**config.mk**
```make
export PLATFORM = sky130hd
export DESIGN_NAME = op_timing_seq
export DESIGN_NICKNAME = d
export VERILOG_FILES = /design/src/rtl/opseq_pkg.sv /design/src/rtl/opseq_decode.sv /design/src/rtl/opseq_penalty.sv /design/src/rtl/opseq_counter.sv /design/src/rtl/op_timing_seq.sv
export SDC_FILE = /design/constraint.sdc
export NUM_CORES = 1
export LEC_CHECK = 0
export ABC_CLOCK_PERIOD_IN_PS = 3900
export BUFFER_PORTS_ARGS = -buffer_cell sky130_fd_sc_hd__buf_2
export CORE_MARGIN = 5
export CORE_UTILIZATION = 62
export DETAILED_ROUTE_END_ITERATION = 7
export PLACE_DENSITY = 0.86
export SYNTH_ARGS = -nofsm -noshare
export SYNTH_HDL_FRONTEND = slang
export SYNTH_SLANG_ARGS = --single-unit
```
**constraint.sdc**
```tcl
create_clock -name clk -period 3.9 [get_ports clk]
set_input_delay 0 -clock clk [delete_from_list [all_inputs] [get_ports clk]]
set_output_delay 0 -clock clk [all_outputs]
set_load 0.01 [all_outputs]
```
**src/rtl/opseq_pkg.sv**
```systemverilog
package opseq_pkg;

  typedef enum logic [3:0] {
    AM_IMP  = 4'd0,
    AM_ACC  = 4'd1,
    AM_IMM  = 4'd2,
    AM_ZP   = 4'd3,
    AM_ZPX  = 4'd4,
    AM_ZPY  = 4'd5,
    AM_ABS  = 4'd6,
    AM_ABSX = 4'd7,
    AM_ABSY = 4'd8,
    AM_INDX = 4'd9,
    AM_INDY = 4'd10,
    AM_IND  = 4'd11,
    AM_REL  = 4'd12
  } amode_e;

  typedef enum logic [1:0] {
    PEN_NONE   = 2'd0,
    PEN_READ   = 2'd1,
    PEN_BRANCH = 2'd2
  } pen_e;

  localparam int unsigned CYC_W = 3;

  typedef struct packed {
    logic [1:0]       len;
    amode_e           mode;
    logic [CYC_W-1:0] base;
    pen_e             pen;
    logic             bad;
  } opinfo_t;

endpackage

```
**src/rtl/opseq_decode.sv**
```systemverilog
module opseq_decode
  import opseq_pkg::*;
(
  input  logic [7:0] opcode,
  output opinfo_t    info
);

  logic [2:0] grp_a;
  logic [2:0] grp_b;
  logic [1:0] grp_c;

  assign grp_a = opcode[7:5];
  assign grp_b = opcode[4:2];
  assign grp_c = opcode[1:0];

  function automatic opinfo_t mk(input logic [1:0] l, input amode_e m,
                                 input int unsigned b, input pen_e p);
    opinfo_t r;
    r.len  = l;
    r.mode = m;
    r.base = CYC_W'(b);
    r.pen  = p;
    r.bad  = 1'b0;
    return r;
  endfunction

  localparam opinfo_t BAD = '{len: 2'd1, mode: AM_IMP, base: CYC_W'(2),
                              pen: PEN_NONE, bad: 1'b1};

  logic is_st;
  logic is_rmw;
  logic is_xreg;

  always_comb begin
    is_st   = (grp_a == 3'b100);
    is_rmw  = !grp_a[2] || (grp_a[2:1] == 2'b11);
    is_xreg = (grp_a[2:1] == 2'b10);
    info    = BAD;
    unique case (grp_c)
      2'b01: begin
        unique case (grp_b)
          3'b000: info = mk(2'd2, AM_INDX, 6, PEN_NONE);
          3'b001: info = mk(2'd2, AM_ZP, 3, PEN_NONE);
          3'b010: info = is_st ? BAD : mk(2'd2, AM_IMM, 2, PEN_NONE);
          3'b011: info = mk(2'd3, AM_ABS, 4, PEN_NONE);
          3'b100: info = is_st ? mk(2'd2, AM_INDY, 6, PEN_NONE)
                               : mk(2'd2, AM_INDY, 5, PEN_READ);
          3'b101: info = mk(2'd2, AM_ZPX, 4, PEN_NONE);
          3'b110: info = is_st ? mk(2'd3, AM_ABSY, 5, PEN_NONE)
                               : mk(2'd3, AM_ABSY, 4, PEN_READ);
          default: info = is_st ? mk(2'd3, AM_ABSX, 5, PEN_NONE)
                                : mk(2'd3, AM_ABSX, 4, PEN_READ);
        endcase
      end
      2'b10: begin
        unique case (grp_b)
          3'b000: info = (grp_a == 3'b101) ? mk(2'd2, AM_IMM, 2, PEN_NONE) : BAD;
          3'b001: info = mk(2'd2, AM_ZP, is_rmw ? 5 : 3, PEN_NONE);
          3'b010: info = mk(2'd1, grp_a[2] ? AM_IMP : AM_ACC, 2, PEN_NONE);
          3'b011: info = mk(2'd3, AM_ABS, is_rmw ? 6 : 4, PEN_NONE);
          3'b100: info = BAD;
          3'b101: info = mk(2'd2, is_xreg ? AM_ZPY : AM_ZPX, is_rmw ? 6 : 4, PEN_NONE);
          3'b110: info = is_xreg ? mk(2'd1, AM_IMP, 2, PEN_NONE) : BAD;
          default: begin
            if (is_st)                  info = BAD;
            else if (grp_a == 3'b101)   info = mk(2'd3, AM_ABSY, 4, PEN_READ);
            else                        info = mk(2'd3, AM_ABSX, 7, PEN_NONE);
          end
        endcase
      end
      2'b00: begin
        unique case (grp_b)
          3'b000: begin
            unique case (grp_a)
              3'd0:    info = mk(2'd1, AM_IMP, 7, PEN_NONE);
              3'd1:    info = mk(2'd3, AM_ABS, 6, PEN_NONE);
              3'd2,
              3'd3:    info = mk(2'd1, AM_IMP, 6, PEN_NONE);
              3'd4:    info = BAD;
              default: info = mk(2'd2, AM_IMM, 2, PEN_NONE);
            endcase
          end
          3'b001: info = (grp_a == 3'd1 || grp_a[2]) ? mk(2'd2, AM_ZP, 3, PEN_NONE) : BAD;
          3'b010: info = mk(2'd1, AM_IMP, grp_a[2] ? 2 : (grp_a[0] ? 4 : 3), PEN_NONE);
          3'b011: begin
            unique case (grp_a)
              3'd0:    info = BAD;
              3'd2:    info = mk(2'd3, AM_ABS, 3, PEN_NONE);
              3'd3:    info = mk(2'd3, AM_IND, 5, PEN_NONE);
              default: info = mk(2'd3, AM_ABS, 4, PEN_NONE);
            endcase
          end
          3'b100: info = mk(2'd2, AM_REL, 2, PEN_BRANCH);
          3'b101: info = is_xreg ? mk(2'd2, AM_ZPX, 4, PEN_NONE) : BAD;
          3'b110: info = mk(2'd1, AM_IMP, 2, PEN_NONE);
          default: info = (grp_a == 3'd5) ? mk(2'd3, AM_ABSX, 4, PEN_READ) : BAD;
        endcase
      end
      default: info = BAD;
    endcase
  end

  // an undefined code must look like a one-byte, two-cycle implied op
  always_comb begin
    if (info.bad) begin
      a_bad_shape_r10: assert (info.len == 2'd1 && info.base == CYC_W'(2)
                               && info.pen == PEN_NONE);
    end
  end

endmodule

```
**src/rtl/opseq_penalty.sv**
```systemverilog
module opseq_penalty
  import opseq_pkg::*;
(
  input  logic [CYC_W-1:0] base,
  input  pen_e             pen,
  input  logic             page_cross,
  input  logic             branch_taken,
  output logic [CYC_W-1:0] total
);

  always_comb begin
    unique case (pen)
      PEN_READ:   total = base + CYC_W'(page_cross);
      PEN_BRANCH: total = base + CYC_W'(branch_taken)
                               + CYC_W'(branch_taken & page_cross);
      default:    total = base;
    endcase
  end

endmodule

```
**src/rtl/opseq_counter.sv**
```systemverilog
module opseq_counter #(
  parameter int unsigned CW = 3
) (
  input  logic          clk,
  input  logic          rst_n,
  input  logic          start,
  input  logic [CW-1:0] total,
  output logic          accept,
  output logic          busy,
  output logic          done
);

  logic          busy_q, busy_d;
  logic [CW-1:0] rem_q, rem_d;

  assign accept = start && !busy_q;
  assign busy   = busy_q;
  assign done   = busy_q && (rem_q == '0);

  always_comb begin
    busy_d = busy_q;
    rem_d  = rem_q;
    if (accept) begin
      busy_d = 1'b1;
      rem_d  = total - CW'(1);
    end else if (busy_q) begin
      if (rem_q == '0) busy_d = 1'b0;
      else             rem_d  = rem_q - CW'(1);
    end
  end

  always_ff @(posedge clk or negedge rst_n) begin
    if (!rst_n) begin
      busy_q <= 1'b0;
      rem_q  <= '0;
    end else begin
      busy_q <= busy_d;
      rem_q  <= rem_d;
    end
  end

  p_done_in_busy_r5: assert property (@(posedge clk) disable iff (!rst_n)
    done |-> busy);
  p_done_ends_r5: assert property (@(posedge clk) disable iff (!rst_n)
    done |=> !busy);
  p_accept_busy_r5: assert property (@(posedge clk) disable iff (!rst_n)
    (start && !busy) |=> busy);
  p_no_cut_r9: assert property (@(posedge clk) disable iff (!rst_n)
    (busy && !done) |=> busy);

endmodule

```
**src/rtl/op_timing_seq.sv**
```systemverilog
module op_timing_seq
  import opseq_pkg::*;
(
  input  logic       clk,
  input  logic       rst_n,
  input  logic       start,
  input  logic [7:0] opcode,
  input  logic       page_cross,
  input  logic       branch_taken,
  output logic [1:0] len,
  output logic [3:0] mode,
  output logic       illegal,
  output logic       busy,
  output logic       done
);

  opinfo_t          dec;
  logic [CYC_W-1:0] total;
  logic             accept;

  logic [1:0] len_q;
  amode_e     mode_q;
  logic       bad_q;

  opseq_decode u_dec (
    .opcode (opcode),
    .info   (dec)
  );

  opseq_penalty u_pen (
    .base         (dec.base),
    .pen          (dec.pen),
    .page_cross   (page_cross),
    .branch_taken (branch_taken),
    .total        (total)
  );

  opseq_counter #(.CW(CYC_W)) u_cnt (
    .clk    (clk),
    .rst_n  (rst_n),
    .start  (start),
    .total  (total),
    .accept (accept),
    .busy   (busy),
    .done   (done)
  );

  always_ff @(posedge clk or negedge rst_n) begin
    if (!rst_n) begin
      len_q  <= 2'd0;
      mode_q <= AM_IMP;
      bad_q  <= 1'b0;
    end else if (accept) begin
      len_q  <= dec.len;
      mode_q <= dec.mode;
      bad_q  <= dec.bad;
    end
  end

  assign len     = len_q;
  assign mode    = mode_q;
  assign illegal = bad_q;

  p_info_hold_r9: assert property (@(posedge clk) disable iff (!rst_n)
    busy |=> ($stable(len) && $stable(mode) && $stable(illegal)));
  p_bad_len_r10: assert property (@(posedge clk) disable iff (!rst_n)
    illegal |-> (len == 2'd1 && mode == 4'd0));

endmodule

```
Word-level counts from Yosys, hierarchy flattened --
Cells that the tools add are included.
Operators by class: divide/modulo/power cells 0, multiply operators 0, $lt $le $gt $ge 0, equal/unequal tests 18, shift-type cells 0, $add $sub $neg 5, bitwise logic cells 1, multiplexer cells 30, reductions and logical operators 13
Operators with widths (count):
- 12-bit one-hot mux with 7 select lines | 3
- 12-bit 2-to-1 mux | 6
- 12-bit one-hot mux with 3 select lines | 2
- 12-bit one-hot mux with 4 select lines | 1
- 3-bit 2-to-1 mux | 6
- 3-bit == test, second input constant | 5
- 3-bit by 2-bit == test with 1-bit output, second input constant | 4
- 10-bit 2-to-1 mux | 1
- 3-bit logical NOT | 3
- 2-bit == test, second input constant | 4
- 4-bit 2-to-1 mux | 2
- 3-bit by 1-bit adder with 3-bit output | 2
- 3-bit by 1-bit == test with 1-bit output, second input constant | 2
- 1-bit 2-to-1 mux | 6
- 3-bit one-hot mux with 2 select lines | 1
- 3-bit by 1-bit subtractor with 3-bit output, second input constant | 2
- 5-bit 2-to-1 mux | 1
- 2-bit by 1-bit == test with 1-bit output, second input constant | 2
- 3-bit adder | 1
- 1-bit logical AND | 2
- 1-bit logical NOT | 2
- 2-bit logical NOT | 1
- 1-bit logical OR | 2
- 2-bit 2-to-1 mux | 1
- other kinds (5) | 5
Storage, ports and cells: logic and storage cells 72, output and inout port bits 9, memories kept 0, RAM bits 0, input port bits 13, bits in read-only memories 0, latch bits 0, flip-flop bits (word level) 11

Longest topological paths before layout --
Gate-level depths: netlist (run 1).
depth after elaboration 10, depth in mapped cells 17, gate-level depth less buffers 17

By module --
A second synthesis (run 1) with hierarchy kept.
Second synthesis, totals: cells, all modules 210, area total of the unflattened synthesis 1584.0 um^2
By module, submodules not included:
- opseq_decode | area an instance 842.1 um^2, instances 1, seq. area each 0.0 um^2, cells each 145
- op_timing_seq | area an instance 291.5 um^2, instances 1, seq. area each 175.2 um^2, cells each 15
- opseq_counter | area an instance 279.0 um^2, instances 1, seq. area each 100.1 um^2, cells each 30
- opseq_penalty | area an instance 171.4 um^2, instances 1, seq. area each 0.0 um^2, cells each 20

Worst setup path after synthesis (run 1) --
OpenSTA, ideal clock, no wires.
kind input port to flip-flop, start input opcode[6], end register u_cnt.rem_q[2], arrival 2.371 ns, stages on the path 17, required time 3.777 ns, buffers on the path 0, path slack 1.406 ns, path through nand2b_2 > o21ai_1 > mux2_2 > nor2_1 > o21ai_0 > o311ai_1 > fa_1 > ha_1 > a22oi_1 > nor2_1 > a21oi_1 > o21a_1 > ha_1 > xnor2_1 > nand2_1 > o21ai_0 > a21oi_1
On the way: word-level cells in the longest chain between the ends 10
Ends and longest elaborated chain:
- from (decl) | RTL line op_timing_seq.sv:7 | input logic [7:0] opcode,
- 3-bit by 2-bit == test with 1-bit output (tied with other cells) | RTL line opseq_decode.sv:74, opseq_decode.sv:86
- 2-bit OR reduction (tied with other cells) | RTL line opseq_decode.sv:74 | unique case (grp_a)
- 12-bit one-hot mux with 4 select lines (tied with other cells) | RTL line opseq_decode.sv:74
- 12-bit one-hot mux with 7 select lines, on equally long branches | RTL line opseq_decode.sv:72, opseq_decode.sv:56
- 12-bit one-hot mux with 3 select lines (*) | RTL line opseq_decode.sv:39 | unique case (grp_c)
- 3-bit by 1-bit adder with 3-bit output | RTL line opseq_penalty.sv:14 | PEN_BRANCH: total = base + CYC_W'(branch_taken)
- 3-bit adder | RTL line opseq_penalty.sv:15 | + CYC_W'(branch_taken & page_cross);
- 3-bit one-hot mux with 2 select lines (*) | RTL line opseq_penalty.sv:12 | unique case (pen)
- 3-bit by 1-bit subtractor with 3-bit output (*) | RTL line opseq_counter.sv:25 | rem_d = total - CW'(1);
- 3-bit 2-to-1 mux (*) | RTL line opseq_counter.sv:23 | if (accept) begin
- to (signal assigned) | RTL line opseq_counter.sv:38 | rem_q <= rem_d;
- to (decl) | RTL line opseq_counter.sv:14 | logic [CW-1:0] rem_q, rem_d;
Mark *: on every way between the ends. The rest lies on a longest branch, timed or not. A chain may end at the register's enable or synchronous reset.

Final worst setup path (run 1) --
start input opcode[2], end register u_cnt.rem_q[2]
On the way: word-level cells in the longest chain between the ends 8
Ends and longest elaborated chain (RTL line):
- 3-bit == test (tied with other cells) | opseq_decode.sv:41, opseq_decode.sv:56, opseq_decode.sv:72
- 12-bit one-hot mux with 7 select lines, on equally long branches | opseq_decode.sv:72, opseq_decode.sv:41, opseq_decode.sv:56
- 12-bit one-hot mux with 3 select lines (*) | opseq_decode.sv:39
- 3-bit by 1-bit adder with 3-bit output | opseq_penalty.sv:14
- 3-bit adder | opseq_penalty.sv:15
- 3-bit one-hot mux with 2 select lines (*) | opseq_penalty.sv:12
- 3-bit by 1-bit subtractor with 3-bit output (*) | opseq_counter.sv:25
- 3-bit 2-to-1 mux (*) | opseq_counter.sv:23
Marks and branches as above.

==> results.md, run 1 <==
- Endpoint, Worst Hold: u_cnt.rem_q[1]
- Die height: 59.1 µm
- Vias per cell: 6.55
- CP Data Required Time: 4.07 ns
- # DRC: 0
- Max incr delay on CP: 0.50 ns
- Initial Util: 66.4%
- Pin count of the biggest net entering global routing: 36
- Vias after detailed routing: 1631
- DR iter-0 viols: 160
- Worst-case reg-to-reg path depth: 8
- Top-count cell post-synth: nor2_1
- Flops & latches, synth: 11
- Static leakage: 0.664 nW
- Post-Syn Nets: 231
- DIE AREA: 0.00350 mm²
- CP Class: in -> reg
- Synth top area share: 18.4%
- Core Footprint: 0.00225 mm²
- RSZ-0062 raised after global routing: false
- Hold path depth: 4
- Gr usage total: 23.6%
- CTS tree: built
- CP Launch Type: input port
- Clock root buffer master: clkbuf_4
- Combinational share of power: 53.1%
- Flop2flop setup slack: 1.89 ns
- WL per Instance: 15.7 µm
- Post-cts resize count: 0
- Reg power frac: 33.3%
- Cell area after synthesis: 0.00150 mm²
- Crit path max-delay family: compound AO/OA/AOI/OAI gates
- Peak VDD IR: 0.000440 V
- Yosys warnings: 0
- Setup-failing EPs final: 0
- Cell Int Power: 0.344 mW
- Clk buf depth: 2
- H-tree lvl count: 1
- Post-synth top cells: nor2_1, o21ai_0, nand2_1, a21oi_1, dfrtp_1
- Post-synthesis cell type count: 54
- Mean area per synthesized cell: 7.09 µm²
- Slew @ Worst Pin: 0.602 ns
- Syn-to-layout area delta: 4.68%
- Post-synth EDFFs: 0
- Share of post-route cells with drive strength above 1: 14.9%
- Non-Filler Instances: 249
- R2R Path End: u_cnt.rem_q[2]
- Diodes inserted: 0
- Die W: 59.1 µm
- Worst hold margin: 0.0632 ns
- Synth area leader: dfrtp_1
- Critical R2R Launch: u_cnt.busy
- Final min period: 2.83 ns
- Sequential share of the synthesized area: 18.4%
- P_sw: 0.258 mW
- HPWL after DPL: 2900 µm
- Final Max Slew Viols: 0
- Synthesized instance count: 211
- Dpl cells: 244
- Initial antenna violation count: 0
- Antenna viol nets, final: 0
- CP max stage cell: fa_1
- Tcrit/Tclk final: 72.7%
- Buf+Inv Stages, Crit Path: 1
- Final WL: 3920 µm
- Worst setup margin: 1.07 ns
- FMAX: 353 MHz
- Sink Count: 11
- Vias in the first global route: 1411
- Crit Path Max Fanout: 35
- Reg clk slew, reported paths: 0.08 ns
- Max capacitance violation total: 0
- Pre-CTS WS: 0.820 ns
- TritonCTS Buffers: 3
- Synth Flop Type: dfrtp_1
- GP Congestion: 0.952
- Worst EP arrival: 3.01 ns
- Clock Latency Late Sink: 0.28 ns
- Hold_sp: start
- Cell Rows: 17
- PwrDens: 384 mW/mm²
- Clock power frac: 13.6%
- Number of I/O port buffers: 21
- Largest cells by area after synthesis: dfrtp_1, o21ai_0, a21oi_1, nor2_1, nand2_1
- Worst Hold Class: in -> reg
- Setup Skew: 0.00392 ns
- First-pass GRT wire length: 6380 µm
- Final design utilization: 69.5%
- Status: finished, final reports clean
- GRT overflow: 0
- IO Pins: 22
- Slew HR: 59.3%
- Sw frac: 42.9%
- CP Capture Type: flop
- Setup TNS: 0 ns
- Fin nets: 242
- DR pass1 iterations: 4
- CP cell instances: buf_2 -> o22ai_1 -> a211oi_1 -> a21oi_1 -> o311ai_1 -> fa_1 -> a22oi_1 -> o31ai_1 -> a31oi_1 -> ha_1 -> xnor2_1 -> nand2_1 -> o21ai_0 -> a21oi_1
- Final Hold Fails: 0
- Most frequent cell on the critical path: a21oi_1
- Async set-reset flop share out of synthesis: 100%
what timing repair did:
action	CTS	global route
setup buffers	0	0
hold buffers	1	0
setup endpoints to repair	0	0
endpoints found under the hold margin	11	0
worst max-delay path by stage:
stage,from,endpoint,cells past startpoint
6_report,opcode[2],u_cnt.rem_q[2],14
4_1_cts,opcode[2],u_cnt.rem_q[2],14
3_5_place_dp,opcode[2],u_cnt.rem_q[2],14
5_1_grt,opcode[6],u_cnt.rem_q[2],18
2_1_floorplan,opcode[6],u_cnt.rem_q[2],17
3_3_place_gp,opcode[3],u_cnt.rem_q[2],14
cell families (layout without fill, tap and decap cells):
kind of cell | Yosys count | count (layout) | share of synthesized area (%)
AOI/OAI and AO/OA | 84 | 84 | 35.9
buffers and inverters | 22 | 32 | 8.70
DFF | 11 | 11 | 18.4
muxes | 3 | 3 | 2.09
xor gates and xnor gates | 4 | 4 | 2.34
and+or+nand+nor | 80 | 80 | 26.3
adders and majority gates | 7 | 7 | 6.35
sequential cells by signal, summed over array words and instances, names as in the netlist:
signal       flops
mode             4
u_cnt.rem_q      3
len              2
illegal          1
u_cnt.busy       1
layout make-up:
cell class	count	area, µm²
flip-flops and latches	11	275
inverters	6	22.5
fillers	204	688
well taps	28	35.0
clock inverters	1	5.00
clock buffers	3	22.5
multi-input cells	178	1090
repair buffers	22	115
metal layers:
metal | GRT usage [%] | wire length [µm] | up-vias
li1 | - | - | 797
met1 | 33.2 | 1630 | 725
met5 | 0 | 0 | -
met2 | 34.4 | 1810 | 97
met4 | 8.41 | 95 | 0
met3 | 6.10 | 387 | 12
metrics by stage:
| stage | instance area, µm² | power, mW |
|---|---|---|
| finish | 1570 | 0.602 |
| global placement | 1530 | 0.508 |
| detailed placement | 1530 | 0.520 |
| global route | 1570 | 0.655 |
| CTS | 1570 | 0.607 |
| floorplan | 1500 | 0.429 |
tightest hold or removal path, stage by stage:
cell and delay, ns:
buf_2 0.10, nor2_1 0.08, nand2_1 0.07, o31ai_1 0.06
layout by cell type, fill, tap and decap left out, types with 3 or more instances in the layout:
| cell | instances |
|---|---|
| nor2_1 | 26 |
| o21ai_0 | 22 |
| nand2_1 | 21 |
| buf_2 | 21 |
| a21oi_1 | 20 |
| dfrtp_1 | 11 |
| inv_1 | 6 |
| ha_1 | 6 |
| nand3_1 | 5 |
| nand2b_1 | 5 |
| a31oi_1 | 5 |
| o31ai_1 | 5 |
| o21ai_1 | 4 |
| or2b_1 | 3 |
| nor2b_1 | 3 |
| or3_1 | 3 |
| a22oi_1 | 3 |
| a21o_1 | 3 |
| o22ai_1 | 3 |
| nor3_1 | 3 |
| xnor2_1 | 3 |
| clkbuf_4 | 3 |
power by group through the flow:
| stage | Combinational (mW) | Clock (mW) | Sequential, mW |
|---|---|---|---|
| after detailed placement | 0.318 | 0 | 0.202 |
| after CTS | 0.321 | 0.0850 | 0.200 |
| final | 0.320 | 0.0820 | 0.200 |
| after floorplan | 0.212 | 0 | 0.217 |
| after global placement | 0.309 | 0 | 0.199 |
| after global routing | 0.358 | 0.0899 | 0.208 |
Power figures use the tool's default switching activity.
==> run 2, diff against run 1 <==
--- a/config.mk
+++ b/config.mk
@@ -5,12 +5,12 @@
 export SDC_FILE = /design/constraint.sdc
 export NUM_CORES = 1
 export LEC_CHECK = 0
-export ABC_CLOCK_PERIOD_IN_PS = 3900
+export ABC_CLOCK_PERIOD_IN_PS = 2720
 export BUFFER_PORTS_ARGS = -buffer_cell sky130_fd_sc_hd__buf_2
 export CORE_MARGIN = 5
-export CORE_UTILIZATION = 62
+export CORE_UTILIZATION = 57
 export DETAILED_ROUTE_END_ITERATION = 7
-export PLACE_DENSITY = 0.86
+export PLACE_DENSITY = 0.8
 export SYNTH_ARGS = -nofsm -noshare
 export SYNTH_HDL_FRONTEND = slang
 export SYNTH_SLANG_ARGS = --single-unit
==> constraint.sdc (replaced) <==
create_clock -name clk -period 2.72 [get_ports clk]
set_input_delay 0 -clock clk [delete_from_list [all_inputs] [get_ports clk]]
set_output_delay 0 -clock clk [all_outputs]
set_load 0.01 [all_outputs]
==> results.md, run 2 (synthesis results as in run 1) <==
- Clock root buffer master: clkbuf_4 (unchanged)
- Final Cell Area: 0.00178 mm² (was 0.00157 mm²)
- Seq. cell area: 275 µm² (unchanged)
- Slew HR: 59.8% (was 59.3%)
- DR iter-0 viols: 138 (was 160)
- Status: finished, final reports clean (unchanged)
- CP Class: in -> reg (unchanged)
- Hold_sp: start (unchanged)
- FMAX: 413 MHz
- IO Pins: 22 (unchanged)
- Final min period: 2.42 ns
- Flop2flop setup slack: 0.81 ns (was 1.89 ns)
- Setup-failing EPs final: 0 (unchanged)
- Peak VDD IR: 0.000513 V (was 0.000440 V)
- Clk buf depth: 2 (unchanged)
- Critical R2R Launch: u_cnt.busy (unchanged)
- Setup bufs post-CTS: 0 (unchanged)
- Initial Util: 59.9% (was 66.4%)
- Hold path depth: 3 (was 4)
- Non-Filler Instances: 276 (was 249)
- H-tree lvl count: 1 (unchanged)
- Number of I/O port buffers: 21 (unchanged)
- Setup Skew: 0.00566 ns (was 0.00392 ns)
- CTS tree: built (unchanged)
- Fin nets: 267 (was 242)
- Core Footprint: 0.00250 mm² (was 0.00225 mm²)
- Syn-to-layout area delta: 19.0% (was 4.68%)
- Tcrit/Tclk final: 89.0%
- Most frequent cells in the layout: nor2_1, buf_4, nand2_1, buf_2 (was nor2_1, o21ai_0, nand2_1, buf_2, a21oi_1)
- Cell Rows: 18 (was 17)
- Gr usage total: 24.5% (was 23.6%)
- Reg clk slew, reported paths: 0.06 ns (was 0.08 ns)
- Clock Latency Late Sink: 0.27 ns (was 0.28 ns)
- WL per Instance: 15.6 µm (was 15.7 µm)
- Initial antenna violation count: 0 (unchanged)
- CP Capture Type: flop (unchanged)
- Vias in the first global route: 1582 (was 1411)
- Area of the multi-input gates: 0.00111 mm² (was 0.00109 mm²)
- Vias after detailed routing: 1711 (was 1631)
- GP Congestion: 0.974 (was 0.952)
- Worst Hold Class: in -> reg (unchanged)
- GRT overflow: 0 (unchanged)
- Sink Count: 11 (unchanged)
- CP Launch Type: input port (unchanged)
- CP max stage cell: fa_1 (unchanged)
- CP cell instances: buf_2 -> nand2b_2 -> o21ai_2 -> mux2_2 -> nor2_1 -> o21ai_1 -> o311ai_2 -> fa_1 -> ha_1 -> a22oi_1 -> nor2_1 -> a21oi_1 -> o21a_1 -> ha_4 -> xnor2_1 -> nand2_1 -> o21ai_1 -> a21oi_1 (was buf_2 -> o22ai_1 -> a211oi_1 -> a21oi_1 -> o311ai_1 -> fa_1 -> a22oi_1 -> o31ai_1 -> a31oi_1 -> ha_1 -> xnor2_1 -> nand2_1 -> o21ai_0 -> a21oi_1)
- Worst-case reg-to-reg path depth: 9 (was 8)
- Final Hold Fails: 0 (unchanged)
- HPWL after DPL: 3390 µm (was 2900 µm)
- Placed Area: 0.00172 mm² (was 0.00153 mm²)
- Max capacitance violation total: 0 (unchanged)
- DR pass1 iterations: 5 (was 4)
- Max incr delay on CP: 0.39 ns (was 0.50 ns)
- DIE AREA: 0.00375 mm² (was 0.00350 mm²)
- First-pass GRT wire length: 7000 µm (was 6380 µm)
- Fillers: 214 (was 204)
- Slew @ Worst Pin: 0.595 ns (was 0.602 ns)
- Share of post-route cells with drive strength above 1: 24.8% (was 14.9%)
- # DRC: 0 (unchanged)
- PwrDens: 521 mW/mm² (was 384 mW/mm²)
- Worst EP arrival: 2.58 ns (was 3.01 ns)
- Static leakage: 0.786 nW (was 0.664 nW)
- CP Data Required Time: 2.88 ns (was 4.07 ns)
- Final design utilization: 71.2% (was 69.5%)
- R2R Path End: u_cnt.rem_q[2] (unchanged)
- Dpl cells: 271 (was 244)
- Endpoint, Worst Hold: u_cnt.busy (was u_cnt.rem_q[1])
- Vias per cell: 6.20 (was 6.55)
- Final Max Slew Viols: 0 (unchanged)
- Final WL: 4300 µm (was 3920 µm)
- TritonCTS Buffers: 3 (unchanged)
- RSZ-0062 raised after global routing: false (unchanged)
- Die W: 61.2 µm (was 59.1 µm)
- Max reg flops: 4 (unchanged)
- Commonest non-fill, non-tap cell in the layout: nor2_1 (unchanged)
- Diodes inserted: 0 (unchanged)
- Crit Path Max Fanout: 3 (was 35)
- Antenna viol nets, final: 0 (unchanged)
- Pin count of the biggest net entering global routing: 21 (was 36)
- Die height: 61.2 µm (was 59.1 µm)
[run 2: cell types whose count changed in the layout (fill, tap and decap cells not counted), sizes merged]
cell	before	now
buf	21	46
[run 2: through the flow]
| step | setup TNS (ns) | hold slack (ns) | total power, mW | setup slack [ns] |
|---|---|---|---|---|
| 2_1_floorplan | 0 | -0.296 | 0.615 | 0.226 |
| 3_3_place_gp | 0 | -0.133 | 0.762 | 0.0360 |
| 3_5_place_dp | -0.103 | -0.128 | 0.789 | -0.0939 |
| 4_1_cts | 0 | 0.0732 | 0.902 | 0.191 |
| 5_1_grt | 0 | 0.133 | 1.01 | 0.0105 |
| 6_report | 0 | 0.0830 | 0.927 | 0.298 |
[run 2: area by class of cell]
type	count	area share [%]
Sequential cell	11	15.5
Clock buffer	3	1.26
Inverter	6	1.26
Multi-Input combinational cell	178	62.6
Timing Repair Buffer	47	17.0
Clock inverter	1	0.281
Tap cell	30	2.11
[run 2: critical path, delay by kind of cell]
kind	cells	cell delay [ns]
AND/OR/NAND/NOR	4	0.32
adder cells (fa/ha/maj)	3	0.84
multiplexers	1	0.16
XOR/XNOR	1	0.11
buffers and inverters	1	0.11
AO/OA/AOI/OAI	8	1.02
[run 2: timing repair]
action,in CTS,in global routing
setup endpoints to repair,0,1
hold endpoints to repair,11,0
hold buffers,1,0
gates resized for setup,0,6
[run 2: worst max-delay path by stage]
stage / from / end / slack (ns) / depth (start not counted)
after floorplan: opcode[6] / u_cnt.rem_q[2] / 0.23 / 17
after global placement: opcode[6] / u_cnt.rem_q[2] / 0.04 / 18
after detailed placement: opcode[6] / u_cnt.rem_q[2] / -0.09 / 18
after CTS: opcode[6] / u_cnt.rem_q[2] / 0.19 / 18
after global routing: opcode[6] / u_cnt.rem_q[2] / 0.01 / 18
final: opcode[6] / u_cnt.rem_q[2] / 0.30 / 18
[run 2: layer usage]
| layer | vias to the layer above | part of all wire [%] | GRT usage, % |
|---|---|---|---|
| li1 | 843 | - | - |
| met5 | - | 0 | 0 |
| met2 | 71 | 51 | 45.0 |
| met4 | 0 | 1.5 | 10.5 |
| met3 | 8 | 7.3 | 1.05 |
| met1 | 789 | 40 | 29.3 |
[run 2: power by group]
group / leakage (nW) / internal, mW / switching, mW / total [mW]
logic: 0.634 / 0.248 / 0.276 / 0.524
clock network: 0.0177 / 0.0545 / 0.0558 / 0.110
registers: 0.134 / 0.241 / 0.0517 / 0.293
total: 0.786 / 0.543 / 0.384 / 0.927
==> run 3, diff against run 2 <==
--- a/config.mk
+++ b/config.mk
@@ -10,7 +10,7 @@
 export CORE_MARGIN = 5
 export CORE_UTILIZATION = 57
 export DETAILED_ROUTE_END_ITERATION = 7
-export PLACE_DENSITY = 0.8
+export PLACE_DENSITY_LB_ADDON = 0.1
 export SYNTH_ARGS = -nofsm -noshare
 export SYNTH_HDL_FRONTEND = slang
 export SYNTH_SLANG_ARGS = --single-unit
==> results.md, run 3 (synthesis results as in run 1) <==
- Clk buf depth: 2 (unchanged)
- Core Footprint: 0.00250 mm² (unchanged)
- Vias in the first global route: 1491 (was 1582)
- Pre-CTS WS: -0.108 ns (was -0.0939 ns)
- Final Hold Fails: 0 (unchanged)
- CP Capture Type: flop (unchanged)
- DR iter-0 viols: 130 (was 138)
- Final Max Slew Viols: 0 (unchanged)
- Diodes inserted: 0 (unchanged)
- Final design utilization: 69.4% (was 71.2%)
- CTS tree: built (unchanged)
- FMAX: 398 MHz (was 413 MHz)
- Placed Area: 0.00167 mm² (was 0.00172 mm²)
- Crit Path Max Fanout: 23 (was 3)
- Initial Util: 59.9% (unchanged)
- DR pass1 iterations: 4 (was 5)
- Number of I/O port buffers: 21 (unchanged)
- Antenna viol nets, final: 0 (unchanged)
- Slew HR: 54.5% (was 59.8%)
- Vias after detailed routing: 1646 (was 1711)
- Setup-failing EPs final: 0 (unchanged)
- PwrDens: 532 mW/mm² (was 521 mW/mm²)
- H-tree lvl count: 1 (unchanged)
- Clock root buffer master: clkbuf_4 (unchanged)
- Setup Skew: 0.00142 ns (was 0.00566 ns)
- Max capacitance violation total: 0 (unchanged)
- WL per Instance: 14.7 µm (was 15.6 µm)
- Gr usage total: 22.2% (was 24.5%)
- Final Power: 0.923 mW (was 0.927 mW)
- IO Pins: 22 (unchanged)
- Status: finished, final reports clean (unchanged)
- CP Data Required Time: 2.92 ns (was 2.88 ns)
- Tcrit/Tclk final: 92.4% (was 89.0%)
- GRT overflow: 0 (unchanged)
- HPWL after DPL: 3050 µm (was 3390 µm)
- First-pass GRT wire length: 6490 µm (was 7000 µm)
- Peak VDD IR: 0.000537 V (was 0.000513 V)
- Pin count of the biggest net entering global routing: 26 (was 21)
- Final WL: 3960 µm (was 4300 µm)
- GP Congestion: 0.889 (was 0.974)
- TritonCTS Buffers: 3 (unchanged)
- Vias per cell: 6.10 (was 6.20)
- Worst setup margin: 0.206 ns (was 0.298 ns)
- Final Cell Area: 0.00173 mm² (was 0.00178 mm²)
- RSZ-0062 raised after global routing: false (unchanged)
- Setup bufs post-CTS: 0 (unchanged)
- Commonest non-fill, non-tap cell in the layout: nor2_1 (unchanged)
- Syn-to-layout area delta: 15.9% (was 19.0%)
- Initial antenna violation count: 0 (unchanged)
- DIE AREA: 0.00375 mm² (unchanged)
- Die height: 61.2 µm (unchanged)
- Clock Latency Late Sink: 0.27 ns (about the same)
- Reg clk slew, reported paths: 0.07 ns (was 0.06 ns)
- CP Class: in -> reg (unchanged)
- Die W: 61.2 µm (unchanged)
- Worst EP arrival: 2.71 ns (was 2.58 ns)
- Share of post-route cells with drive strength above 1: 22.9% (was 24.8%)
- Slew @ Worst Pin: 0.672 ns (was 0.595 ns)
- Max reg flops: 4 (unchanged)
- Worst Hold Class: in -> reg (unchanged)
- Fin nets: 261 (was 267)
- Final min period: 2.51 ns (was 2.42 ns)
- Static leakage: 0.758 nW (was 0.786 nW)
- Cell Rows: 18 (unchanged)
- CP Launch Type: input port (unchanged)
- Sink Count: 11 (unchanged)
- Most frequent cells in the layout: nor2_1, nand2_1, o21ai_0, buf_2, a21oi_1 (was nor2_1, buf_4, nand2_1, buf_2)
- # DRC: 0 (unchanged)
- Flop2flop setup slack: 0.79 ns (was 0.81 ns)
[run 3: changes by cell type in the layout (fill, tap and decap cells not counted), sizes merged]
| cell | delta |
|---|---|
| buf | -6 |
[run 3: timing repair]
action                     in CTS  in global routing
hold endpoints to repair       11                  0
setup endpoints to repair       0                  2
gates resized for setup         0                  5
hold buffers                    1                  0
[run 3: final timing paths]
path | startpoint | end | cells past startpoint
max in group asynchronous | rst_n | u_cnt.rem_q[1] | 2
setup reg to reg | u_cnt.busy | u_cnt.rem_q[2] | 8
min in group asynchronous | rst_n | len[1] | 2
hold / removal | start | u_cnt.rem_q[1] | 4
hold reg to reg | mode[2] | mode[2] | 2
setup / recovery | opcode[3] | u_cnt.rem_q[2] | 13
[run 3: per-layer routing]
metal	global-route usage, %	share of wire (%)	up-vias
li1	-	-	831
met1	27.6	44	722
met2	38.1	46	80
met3	2.94	7.6	13
met4	9.91	2.5	0
met5	0	0	-
[run 3: layout make-up]
class                      count  area, µm²
fill                         218        766
sequential                    11        275
multi-input combinational    178       1110
timing repair buffer          41        258
clock inverter                 1       5.00
tap                           30       37.5
inverter                       6       22.5
clock buffer                   3       22.5
[run 3: per-stage QoR]
stage               hold slack (ns)  std cells  setup TNS [ns]
global placement             -0.134        265         -0.0333
floorplan                    -0.296        211               0
finish                       0.0855        270               0
CTS                          0.0724        270               0
global route                  0.136        270               0
detailed placement           -0.128        265          -0.151
[run 3: power breakdown]
group          switching, mW  internal [mW]  leakage, nW
Combinational          0.277          0.243        0.606
Sequential            0.0503          0.241        0.134
Clock                 0.0576         0.0546       0.0177
Total                  0.385          0.538        0.758
[run 3: worst max-delay path, stage by stage]
cell and delay [ns]:
buf_2 0.17, buf_4 0.27, nand3_1 0.17, or3_1 0.41, o32a_1 0.23, ha_1 0.41
o31ai_1 0.33, a31oi_2 0.10, ha_4 0.21, xnor2_1 0.12, nand2_1 0.07, o21ai_0 0.09
a21oi_1 0.13
